### src/rtl/sec_count.sv
module sec_count #(
  parameter int unsigned DIV = 100_000_000
) (
  input  logic       clk,
  input  logic       rst,
  output logic       tick,
  output logic [3:0] units,
  output logic [3:0] tens
);
  localparam int unsigned PW = (DIV > 1) ? $clog2(DIV) : 1;
  localparam logic [PW-1:0] LAST = PW'(DIV - 1);

  logic [PW-1:0] pre;
  logic          u_wrap;

  assign tick   = (pre == LAST);
  assign u_wrap = tick && (units == 4'd9);

  always_ff @(posedge clk) begin
    if (rst || tick) pre <= '0;
    else             pre <= pre + 1'b1;
  end

  always_ff @(posedge clk) begin
    if (rst)         units <= 4'd0;
    else if (u_wrap) units <= 4'd0;
    else if (tick)   units <= units + 4'd1;
  end

  always_ff @(posedge clk) begin
    if (rst)                           tens <= 4'd0;
    else if (u_wrap && tens == 4'd5)   tens <= 4'd0;
    else if (u_wrap)                   tens <= tens + 4'd1;
  end

  p_units_range_r4: assert property (@(posedge clk) disable iff (rst) units <= 4'd9);
  p_tens_range_r6: assert property (@(posedge clk) disable iff (rst) tens <= 4'd5);
  p_tick_single_r2: assert property (@(posedge clk) disable iff (rst) tick |=> !tick);
  p_units_hold_r3: assert property (@(posedge clk) disable iff (rst)
    !tick |=> $stable(units));
  p_units_step_r3: assert property (@(posedge clk) disable iff (rst)
    (tick && units != 4'd9) |=> units == $past(units) + 4'd1);
  p_units_wrap_r4: assert property (@(posedge clk) disable iff (rst)
    (tick && units == 4'd9) |=> units == 4'd0);
  p_tens_hold_r5: assert property (@(posedge clk) disable iff (rst)
    !(tick && units == 4'd9) |=> $stable(tens));
  p_full_wrap_r6: assert property (@(posedge clk) disable iff (rst)
    (tick && units == 4'd9 && tens == 4'd5) |=> (units == 4'd0 && tens == 4'd0));
endmodule

### config.mk
export PLATFORM = sky130hd
export DESIGN_NAME = sec_count
export DESIGN_NICKNAME = d
export VERILOG_FILES = /design/src/rtl/sec_count.sv
export SDC_FILE = /design/constraint.sdc
export NUM_CORES = 1
export LEC_CHECK = 0
export ABC_CLOCK_PERIOD_IN_PS = 6240
export BUFFER_PORTS_ARGS = -buffer_cell sky130_fd_sc_hd__buf_2
export CAP_MARGIN = 10
export CORE_MARGIN = 2
export CORE_UTILIZATION = 45
export DETAILED_ROUTE_END_ITERATION = 6
export SETUP_SLACK_MARGIN = 0.2
export SLEW_MARGIN = 40
export SYNTH_ARGS = -nofsm -noshare
export SYNTH_HDL_FRONTEND = slang
export SYNTH_SLANG_ARGS = --single-unit
### constraint.sdc
create_clock -name clk -period 6.24 [get_ports clk]
set_clock_uncertainty 0.05 [all_clocks]
set_input_delay 0.936 -clock clk [delete_from_list [all_inputs] [get_ports clk]]
set_output_delay 0.936 -clock clk [all_outputs]
set_load 0.02 [all_outputs]
# Word level (Yosys, flattened, before mapping)
# Index checks and enable logic that the tools add are counted.
# totals
ramBits,0
output_inout_bits,9
memories,0
rom_bits,0
regBits,35
latchBits,0
word_cells,14
# op_classes
div,0
eq_ne,3
magnitude_cmp,0
addsub,3
muxes,0
shifts,0
reduce_logical,5
n_bitwise,0
mul,0
# op_table
op,n
adder 27 x 1 -> 27 bit (second input constant),1
== test 27 bit (second input constant),1
adder 4 x 1 -> 4 bit (second input constant),2
== test 4 x 3 -> 1 bit (second input constant),1
== test 4 bit (second input constant),1
OR reduction 2 bit,2
logical AND 1 bit,2
logical OR 1 bit,1

# Longest topological paths before layout
# Gate-level depths: netlist of the first run.
# logic_depth
ltp_word,4
depth_mapped,6

# Worst setup path after synthesis of the first run
# OpenSTA, ideal clock, no wires.
# synth_timing
path_kind,register to output
from,register pre[11]
to,output tick
path_slack_ps,3355
n_path_buf,1
arrival_ps,1899
path_stages_with_launch,5
path_cell_list,dfxtp_1 -> or4b_4 -> or4_4 -> buf_6 -> nor2_1
# synth_between
elab_chain_cells,1
# synth_rtl
item,line,rtl
start: declaration,13,logic [PW-1:0] pre;
start signal: assignment,21,else pre <= pre + 1'b1;
== test 27 bit,16,assign tick = (pre == LAST);
end: declaration,6,"output logic tick,"
# No other way between the ends.

# Final worst setup path of the first run
# Same ends and word-level chain as after synthesis.

==> metrics.md, run 1 <==
| Metric | Value |
|---|---|
| Status | `complete, no violations` |
| Mapped Cells | `206` |
| CP endpoint kind | `primary output` |
| All-Layer GR Usage | `between 15 and 20%` |
| Mapped Area | `between 1500 and 2000 um2` |
| CTS tree | `built` |
| Async set-reset flop share out of synthesis | `0%` |
| Placed Area | `about 1800 um2` |
| Worst-Margin Slew | `0.778 ns` |
| Sum Neg Setup Slack | `0 ns` |
| Fmax | `about 320 MHz` |
| Inst Count DP | `between 200 and 300` |
| Unique masters post-synth | `33` |
| Pre-CTS setup slack | `between 3 and 4 ns` |
| Num CTS Buffers | `5` |
| Total nets after synthesis | `~210` |
| Fin. max-slew vios | `0` |
| Fin crit period | `around 3.2 ns` |
| Post-synthesis sequential area ratio | `roughly 40%` |
| H-tree lvl count | `2` |
| Clk slew on worst S/H paths | `about 0.07 ns` |
| Clock root buffer | `clkbuf_8` |
| Final setup fails | `0` |
| Final GP Congestion | `around 0.82` |
| Iter 0 DRT Violations | `67` |
| Power per cell area | `around 230 nW/um2` |
| Maximum fanout along the worst path | `15` |
| Final instance area | `between 1500 and 2000 um2` |
| CTS resizes | `0` |
| Flop and latch count out of synthesis | `35` |
| Detailed Place HPWL | `2.69 mm` |
| Setup bufs post-CTS | `0` |
| CTS Hold Bufs | `0` |
| Commonest cells in the netlist | `35 x dfxtp_1, 20 x a21oi_1, 17 x nor2_1` |
| Row Count | `22` |
| Layout cells sized above 1 | `a little over a tenth` |
| Max-Cap Viols | `0` |
| Unrepaired setup endpoints after global routing | `no` |
| Comb pwr share | `under 10%` |
| Initial antenna violation count | `0` |
| Worst hold margin | `~0.4 ns` |
| CTS Buffer Depth | `2` |
| Fin worst setup slack | `3.08 ns` |
| DRT Pass-1 Iters | `4` |
| Hold Vio Cnt, Final | `0` |
| Syn avg cell area | `8.58 um2` |
| Grt total ovfl | `0` |
| Yosys synthesis warning count | `0` |
| DR DRC count | `0` |
| Area Overhead vs Synth | `10.1%` |
| Clock sinks | `35` |
| Ys flop type | `dfxtp_1` |
| IO Port Bufs | `10` |
| Initial Util | `around 48%` |
| Via-per-instance ratio | `approximately 5.9` |
| Vias in the first global route | `around 1400` |
| Core box area | `roughly 3700 um2` |
| Diode count | `0` |
| Worst rel slew slack | `between 40% and 50%` |
| Synth top area cells | `dfxtp_1 40%, a21oi_1 5.7%, nand4_1 4.6%` |
| WL/cell | `about 15 um` |
| Leading cell type by number of instances after synthesis | `dfxtp_1` |
| Fin nets | `~220` |
| Sw power | `0.0000895 W` |
| Final Cycle Share | `50.6%` |
| Critical Path RT | `roughly 5.3 ns` |
| Yosys top cell area share | `roughly two fifths` |
| Flop2flop setup slack | `about 3.8 ns` |
| Largest net degree at the start of global routing | `25` |
| WS Path Type | `flip-flop to primary output` |
| Final Non-Filler Cells | `roughly 260` |
| Register share of total power | `approximately 51%` |
| Die Y | `66.7 um` |
| DRT antenna net count | `0` |
| Detailed Route WL | `slightly below 4 mm` |
| EDFF count, synth | `0` |
| Switching Fraction | `around a fifth` |
| Max rail drop VDD | `approximately 0.15 mV` |
| Insertion delay to the later sink of the worst-skew pair | `between 0.2 and 0.3 ns` |
| P_leak | `0.679 nW` |
| Die area | `about 4400 um2` |
| Hold Crit Class | `flip-flop to flip-flop` |
| Clock network power share | `47.6%` |
| Vias | `around 1500` |
| Crit path launch type | `flip-flop` |
| Leading area contributor after synthesis | `dfxtp_1` |
| Ports | `11` |
| First-pass GRT wire length | `about 6.5 mm` |
| Total internal power | `roughly 0.00036 W` |
| Worst EP arrival | `between 2 and 2.5 ns` |
| Die Wd | `between 60 and 70 um` |
critical path, stage by stage, from the launching register on:
cell and delay, ns:
dfxtp_1 0.38, or4b_4 0.57, or4_4 0.64, nor2_1 0.12, buf_2 0.17
power by group through the flow:
stage / combinational, W / sequential (W) / clock (W)
6_report: 0.00000711 / 0.000226 / 0.000212
5_1_grt: 0.00000817 / 0.000227 / 0.000227
4_1_cts: 0.00000720 / 0.000226 / 0.000215
3_5_place_dp: 0.00000724 / 0.000232 / 0
3_3_place_gp: 0.00000696 / 0.000231 / 0
2_1_floorplan: 0.00000554 / 0.000231 / 0
path summary, 6_finish.rpt:
kind	startpoint	to	cells past startpoint
max	pre[11]	tick	4
min	pre[0]	pre[0]	1
max reg2reg	pre[11]	pre[6]	4
min reg2reg	pre[0]	pre[0]	1
stage by stage:
step | power, W | util (%)
6_report | 0.000446 | 52.4
5_1_grt | 0.000462 | 52.4
4_1_cts | 0.000448 | 52.4
3_5_place_dp | 0.000239 | 49.2
3_3_place_gp | 0.000238 | 49.2
2_1_floorplan | 0.000237 | -
cell families after synthesis:
logic type | Yosys count | share of synthesized area, %
AO/OA/AOI/OAI | 41 | 12.9
XOR/XNOR | 13 | 6.44
adder cells (fa/ha/maj) | 5 | 3.54
buffers and inverters | 16 | 3.82
flip-flops | 35 | 39.7
multiplexers | 1 | 0.637
AND/OR/NAND/NOR | 95 | 33.0
final cells by class:
class	instances	area (um2)
Clock buffer	6	82.6
Timing Repair Buffer	10	50.0
Inverter	5	18.8
Tap cell	48	60.1
Sequential cell	35	701
Fill cell	357	1770
Multi-Input combinational cell	155	998
Clock inverter	2	35.0
cell usage in the layout (no fill, tap or decap):
cell / instances
nand3_1: 14
clkinv_2: 1
and3b_1: 2
nand4_1: 13
inv_1: 5
and4_2: 1
clkbuf_8: 6
xor2_1: 9
buf_2: 10
mux2_2: 1
nand4b_1: 2
or3_1: 7
dfxtp_1: 35
nor2b_1: 2
a21oi_1: 20
nor4_1: 3
or4b_4: 1
and2_2: 1
nor4bb_1: 1
or4_4: 1
nor3_1: 4
a21o_1: 1
bufinv_16: 1
o211a_1: 1
and4_1: 4
and3_1: 5
nor2_1: 17
xnor2_1: 4
nand2_1: 4
o21ai_0: 13
o31ai_1: 6
and2_1: 1
or4bb_1: 2
or4_1: 10
ha_1: 5
per-layer routing:
layer / wire (um) / part of all wire, % / up-vias / track usage [%]
met5: 0 / 0 / - / 0
met4: 59 / 1.5 / 0 / 7.65
li1: - / - / 780 / -
met1: 1830 / 47 / 736 / 23.8
met3: 120 / 3.1 / 5 / 5.57
met2: 1840 / 48 / 20 / 32.9
state kept, by name (all words and copies together), names as in the netlist:
name and flops:
pre 27, tens 4, units 4
No activity file was read; power rests on OpenSTA's default activity.
==> inputs of run 2 (changes only) <==
--- a/config.mk
+++ b/config.mk
@@ -5,7 +5,8 @@
 export SDC_FILE = /design/constraint.sdc
 export NUM_CORES = 1
 export LEC_CHECK = 0
-export ABC_CLOCK_PERIOD_IN_PS = 6240
+export ABC_AREA = 1
+export ABC_CLOCK_PERIOD_IN_PS = 2500
 export BUFFER_PORTS_ARGS = -buffer_cell sky130_fd_sc_hd__buf_2
 export CAP_MARGIN = 10
 export CORE_MARGIN = 2
==> constraint.sdc (replaced) <==
create_clock -name clk -period 2.5 [get_ports clk]
set_clock_uncertainty 0.05 [all_clocks]
set_input_delay 0.375 -clock clk [delete_from_list [all_inputs] [get_ports clk]]
set_output_delay 0.375 -clock clk [all_outputs]
set_load 0.02 [all_outputs]
==> metrics.md, run 2 <==
| Metric | Value |
|---|---|
| Status | `complete, no violations` |
| Initial Util | `between 40% and 50%` |
| Worst path slowest cell | `dfxtp_1` |
| Switching Fraction | `20.2%` |
| Final setup fails | `0` |
| Via-per-instance ratio | `between 4 and 5` |
| Synth Area in Simple Gates | `between 40% and 50%` |
| Final Cycle Share | `a little under nine tenths` |
| Crit path launch type | `flip-flop` |
| Fin nets | `between 300 and 400` |
| Async set-reset flop share out of synthesis | `0%` |
| Row Count | `24` |
| Commonest non-fill, non-tap cells in the layout | `73 x nand2_1, 53 x nor2_1, 38 x inv_1` |
| CTS tree | `built` |
| Mux share of post-synthesis cell area | `0%` |
| Fin crit period | `~2.1 ns` |
| Diode count | `0` |
| DRT antenna net count | `0` |
| Largest family of logic cells by synthesized area | `simple AND/OR/NAND/NOR gates` |
| Insertion delay to the later sink of the worst-skew pair | `between 0.2 and 0.3 ns` |
| Leading area contributor after synthesis | `dfxtp_1` |
| Vias | `approximately 1800` |
| Clock sinks | `35` |
| Unrepaired setup endpoints after global routing | `no` |
| Largest net degree at the start of global routing | `27` |
| Power per cell area | `roughly 530 nW/um2` |
| Max reg flops | `27` |
| WP buf/inv | `2` |
| Post-Synth XOR/XNOR Area | `under 10%` |
| IO Port Bufs | `10` |
| Met3 GRT Util | `under 10%` |
| Final GP Congestion | `~0.87` |
| CTS resizes | `0` |
| Post-Synth Adder-Cell Area | `just over 3%` |
| Leading cell type by number of instances after synthesis | `nand2_1` |
| CTS Hold Bufs | `0` |
| Maximum fanout along the worst path | `7` |
| Syn avg cell area | `around 6.7 um2` |
| Most common cell after layout, fill and taps aside | `nand2_1` |
| Yosys top cell area share | `34.4%` |
| Post-synthesis sequential area ratio | `about a third` |
| Worst-Margin Slew | `0.418 ns` |
| P_leak | `0.971 nW` |
| First-pass GRT wire length | `7.51 mm` |
| Die area | `around 5100 um2` |
| Detailed Route WL | `4.33 mm` |
| Cell mode on critical path | `nand2_4` |
| Die Y | `just over 70 um` |
| Max-Cap Viols | `0` |
| Core box area | `between 4000 and 5000 um2` |
| Family with the most delay on the worst path | `simple AND/OR/NAND/NOR gates` |
| Hold Vio Cnt, Final | `0` |
| All-Layer GR Usage | `approximately a fifth` |
| Setup bufs post-CTS | `0` |
| Max rail drop VDD | `roughly 0.4 mV` |
| Ports | `11` |
| Critical Path RT | `~2.1 ns` |
| Grt total ovfl | `0` |
| Worst EP arrival | `1.70 ns` |
| Ys flop type | `dfxtp_1` |
| Unique masters post-synth | `25` |
| Total nets after synthesis | `310` |
| Comb pwr share | `~1.6%` |
| Fmax | `~470 MHz` |
| Clk slew on worst S/H paths | `roughly 0.08 ns` |
| Mapped Area | `2040 um2` |
| Tot Pwr | `around 0.0012 W` |
| Flop and latch count out of synthesis | `35` |
| Crit path largest cell delay | `roughly 0.36 ns` |
| H-tree lvl count | `2` |
| Biggest regs | `pre x27, tens x4, units x4` |
| Commonest cells in the netlist | `73 x nand2_1, 53 x nor2_1, 38 x inv_1` |
| Clock network power share | `51.7%` |
| Total internal power | `roughly 0.00096 W` |
| Sw power | `about 0.00024 W` |
| Grt met2 use | `30.1%` |
| Yosys synthesis warning count | `0` |
| WL/cell | `around 12 um` |
| Area Overhead vs Synth | `11.2%` |
| CP endpoint kind | `primary output` |
| Die Wd | `~70 um` |
| DRT Pass-1 Iters | `5` |
| Synth Area in Compound Gates | `3.13%` |
| Hold Crit Class | `input pin to flip-flop` |
| Mapped Cells | `303` |
| EDFF count, synth | `0` |
| DR DRC count | `0` |
| Worst rel slew slack | `between 70% and 80%` |
| Clock root buffer | `clkbuf_8` |
| Initial antenna violation count | `0` |
| Gr busiest metal | `met2` |
| Iter 0 DRT Violations | `91` |
| Detailed Place HPWL | `approximately 3.3 mm` |
| Sum Neg Setup Slack | `0 ns` |
| Layout cells sized above 1 | `13.8%` |
| CTS Buffer Depth | `2` |
| M1 GR Usage | `approximately a quarter` |
| Largest Register | `pre` |
| Critical-path cell list | `ha_1 -> nand2_1 -> nor2_2 -> nand2_4 -> nor2_8 -> nand2_4 -> inv_1 -> buf_2` |
| Synth top area cells | `dfxtp_1 34%, nand2_1 13%, nor2_1 9.8%` |
| Fin. max-slew vios | `0` |
| Vias in the first global route | `1630` |
| Register share of total power | `between 40% and 50%` |
| Num CTS Buffers | `5` |
| WS Path Type | `flip-flop to primary output` |
-- run 2: changes by cell type after synthesis, moves of 7 or more --
cell      before  now
nand2_1        4   73
clkbuf_1      10    0
nor2_2         0    7
nor2_1        17   53
or3_1          7    0
nor3_1         4   12
a21oi_1       20   10
o21ai_0       13    0
inv_1          5   38
or4_1         10    0
-- run 2: power groups by stage --
stage	clock network (W)	logic, W	registers (W)
4_1_cts	0.000637	0.0000202	0.000563
2_1_floorplan	0	0.0000184	0.000576
5_1_grt	0.000655	0.0000231	0.000564
6_report	0.000625	0.0000198	0.000563
3_3_place_gp	0	0.0000202	0.000576
3_5_place_dp	0	0.0000202	0.000577
-- run 2: area by class of cell --
class,instances,area (um2)
Clock buffer,5,68.8
Clock inverter,3,67.6
Fill cell,437,2090
Inverter,44,165
Multi-Input combinational cell,222,1150
Sequential cell,35,701
Tap cell,52,65.1
Timing Repair Buffer,10,50.0
-- run 2: worst paths after layout --
| path | start | cells after the start | endpoint | slack, ns |
|---|---|---|---|---|
| setup / recovery | pre[0] | 8 | tick | 0.37 |
| setup reg to reg | pre[0] | 8 | pre[19] | 0.77 |
| hold / removal | rst | 4 | tens[0] | 0.37 |
| hold reg to reg | pre[0] | 1 | pre[0] | 0.41 |
-- run 2: per-stage QoR --
stage	area [um2]	cells	hold WS, ns	setup WS (ns)	utilization (%)
3_5_place_dp	2130	363	0.395	0.687	49.0
6_report	2270	371	0.369	0.374	52.1
4_1_cts	2270	371	0.370	0.354	52.1
2_1_floorplan	2040	303	0.367	0.847	-
5_1_grt	2270	371	0.394	0.215	52.1
3_3_place_gp	2130	363	0.383	0.747	49.0
-- run 2: routing by layer --
metal / share of wire, % / routed length (um)
met1: 50 / 2180
met2: 45 / 1970
met3: 2.4 / 106
met4: 1.8 / 76
met5: 0 / 0
-- run 2: kinds of logic (layout without fill, tap and decap cells) --
logic type	count (synthesis)	in the layout
AOI/OAI and AO/OA	12	12
xor gates and xnor gates	13	13
adders and majority gates	5	5
buffers and inverters	46	62
DFF	35	35
and+or+nand+nor	192	192
-- run 2: worst min-delay path, cell delays in order --
cell and delay [ns]:
buf_2 0.07, inv_1 0.09, nand2_1 0.09, nor2_1 0.04
==> inputs of run 3 (changes only) <==
--- a/config.mk
+++ b/config.mk
@@ -7,11 +7,11 @@
 export LEC_CHECK = 0
 export ABC_AREA = 1
 export ABC_CLOCK_PERIOD_IN_PS = 2500
-export BUFFER_PORTS_ARGS = -buffer_cell sky130_fd_sc_hd__buf_2
 export CAP_MARGIN = 10
 export CORE_MARGIN = 2
 export CORE_UTILIZATION = 45
 export DETAILED_ROUTE_END_ITERATION = 6
+export DONT_BUFFER_PORTS = 1
 export SETUP_SLACK_MARGIN = 0.2
 export SLEW_MARGIN = 40
 export SYNTH_ARGS = -nofsm -noshare
==> constraint.sdc (replaced) <==
create_clock -name clk -period 2.5 [get_ports clk]
set_clock_uncertainty 0.05 [all_clocks]
set_input_delay 0.5 -clock clk [delete_from_list [all_inputs] [get_ports clk]]
set_output_delay 0.5 -clock clk [all_outputs]
set_load 0.02 [all_outputs]
==> metrics.md, run 3 (synthesized netlist as in run 2, its figures left out) <==
| Metric | Value |
|---|---|
| Status | `complete, no violations` |
| Fmax | `466 MHz` |
| Worst path slowest cell | `dfxtp_1` |
| Die area | `just over 5000 um2` |
| Vias in the first global route | `about 1600` |
| Initial antenna violation count | `0` |
| CTS tree | `built` |
| Max-Cap Viols | `0` |
| Layout cells sized above 1 | `between 10% and 20%` |
| WS Path Type | `flip-flop to primary output` |
| Vias | `~1800` |
| Cell mode on critical path | `nand2_4` |
| Final-layout fill cell count | `450` |
| Fin crit period | `between 2 and 2.5 ns` |
| WL/cell | `11.7 um` |
| Max rail drop VDD | `0.352 mV` |
| Die Y | `between 70 and 80 um` |
| WP buf/inv | `1` |
| Initial Util | `a little under half` |
| All-Layer GR Usage | `18.5%` |
| Power per cell area | `507 nW/um2` |
| First-pass GRT wire length | `approximately 7.4 mm` |
| H-tree lvl count | `2` |
| Crit path largest cell delay | `0.35 ns` |
| Iter 0 DRT Violations | `roughly 110` |
| Hold Crit Class | `flip-flop to flip-flop` |
| Clk slew on worst S/H paths | `roughly 0.070 ns` |
| Maximum fanout along the worst path | `7` |
| DRT antenna net count | `0` |
| Biggest regs | `pre x27, tens x4, units x4` |
| Critical Path Stages | `7` |
| Largest Register | `pre` |
| Via-per-instance ratio | `4.88` |
| Final GP Congestion | `approximately 0.83` |
| Final setup fails | `0` |
| DR DRC count | `0` |
| Num CTS Buffers | `5` |
| R2R depth | `10` |
| Most common cell after layout, fill and taps aside | `nand2_1` |
| Setup bufs post-CTS | `0` |
| Die Wd | `~70 um` |
| Sum Neg Setup Slack | `0 ns` |
| Hold Vio Cnt, Final | `0` |
| Row Count | `24` |
| DRT Pass-1 Iters | `4` |
| Fin nets | `between 300 and 400` |
| Detailed Route WL | `~4.2 mm` |
| CTS Buffer Depth | `2` |
| Grt total ovfl | `0` |
| Largest net degree at the start of global routing | `27` |
| Insertion delay to the later sink of the worst-skew pair | `between 0.2 and 0.3 ns` |
| CP endpoint kind | `primary output` |
| Final Cycle Share | `85.8%` |
| Max reg flops | `27` |
| Worst EP arrival | `1.60 ns` |
| IO Port Bufs | `0` |
| Worst-Margin Slew | `0.418 ns` |
| P_leak | `roughly 0.9 nW` |
| Worst Hold Depth | `1` |
| Critical Path RT | `1.95 ns` |
| Crit path launch type | `flip-flop` |
| Critical-path cell list | `ha_1 -> nand2_1 -> nor2_4 -> nand2_4 -> nor2_8 -> nand2_4 -> inv_1` |
| Final instance area | `2200 um2` |
| Worst rel slew slack | `between 70% and 80%` |
| Family with the most delay on the worst path | `simple AND/OR/NAND/NOR gates` |
| Core box area | `about 4400 um2` |
| Diode count | `0` |
| Area Overhead vs Synth | `8.10%` |
| Detailed Place HPWL | `roughly 3.2 mm` |
| Unrepaired setup endpoints after global routing | `no` |
| Clock sinks | `35` |
| Commonest non-fill, non-tap cells in the layout | `73 x nand2_1, 53 x nor2_1, 38 x inv_1` |
| Fin. max-slew vios | `0` |
| Placed Area | `2080 um2` |
| Clock root buffer | `clkbuf_8` |
| Ports | `11` |
run 3: timing repair:
| item | in CTS | in global routing |
|---|---|---|
| setup endpoints to repair | 0 | 1 |
| gates resized for setup | 0 | 1 |
| hold buffers | 0 | 0 |
run 3: area by class of cell:
class | instances | area (um2) | area share (%)
Multi-Input combinational cell | 222 | 1160 | 52.4
Sequential cell | 35 | 701 | 31.8
Inverter | 44 | 165 | 7.49
Clock buffer | 6 | 82.6 | 3.75
Tap cell | 52 | 65.1 | 2.95
Clock inverter | 2 | 35.0 | 1.59
run 3: power breakdown:
group | internal (W) | switching [W]
clock | 0.000323 | 0.000212
combinational | 0.00000507 | 0.0000143
sequential | 0.000561 | 0.00000248
run 3: path summary, 6_finish.rpt:
check / end / startpoint / slack, ns
max: tick / pre[0] / 0.35
min: pre[0] / pre[0] / 0.40
max reg2reg: tens[3] / units[0] / 0.69
min reg2reg: pre[0] / pre[0] / 0.40
run 3: through the flow:
stage	instances	setup WS, ns	hold WS (ns)	power (W)	util, %
5_1_grt	361	0.239	0.420	0.00117	50.6
6_report	361	0.354	0.402	0.00112	50.6
3_3_place_gp	353	0.661	0.381	0.000596	47.8
3_5_place_dp	353	0.623	0.393	0.000597	47.8
2_1_floorplan	303	0.722	0.367	0.000595	-
4_1_cts	361	0.291	0.402	0.00114	50.5
run 3: per-layer routing:
layer  GRT usage (%)  up-vias  part of all wire [%]  wire length, um
met5               0        -                     0                0
met4            6.92        0                   1.8               76
met3            5.06        8                   4.6              197
met2            27.7       26                    43             1830
met1            25.5      774                    50             2130
li1                -      954                     -                -
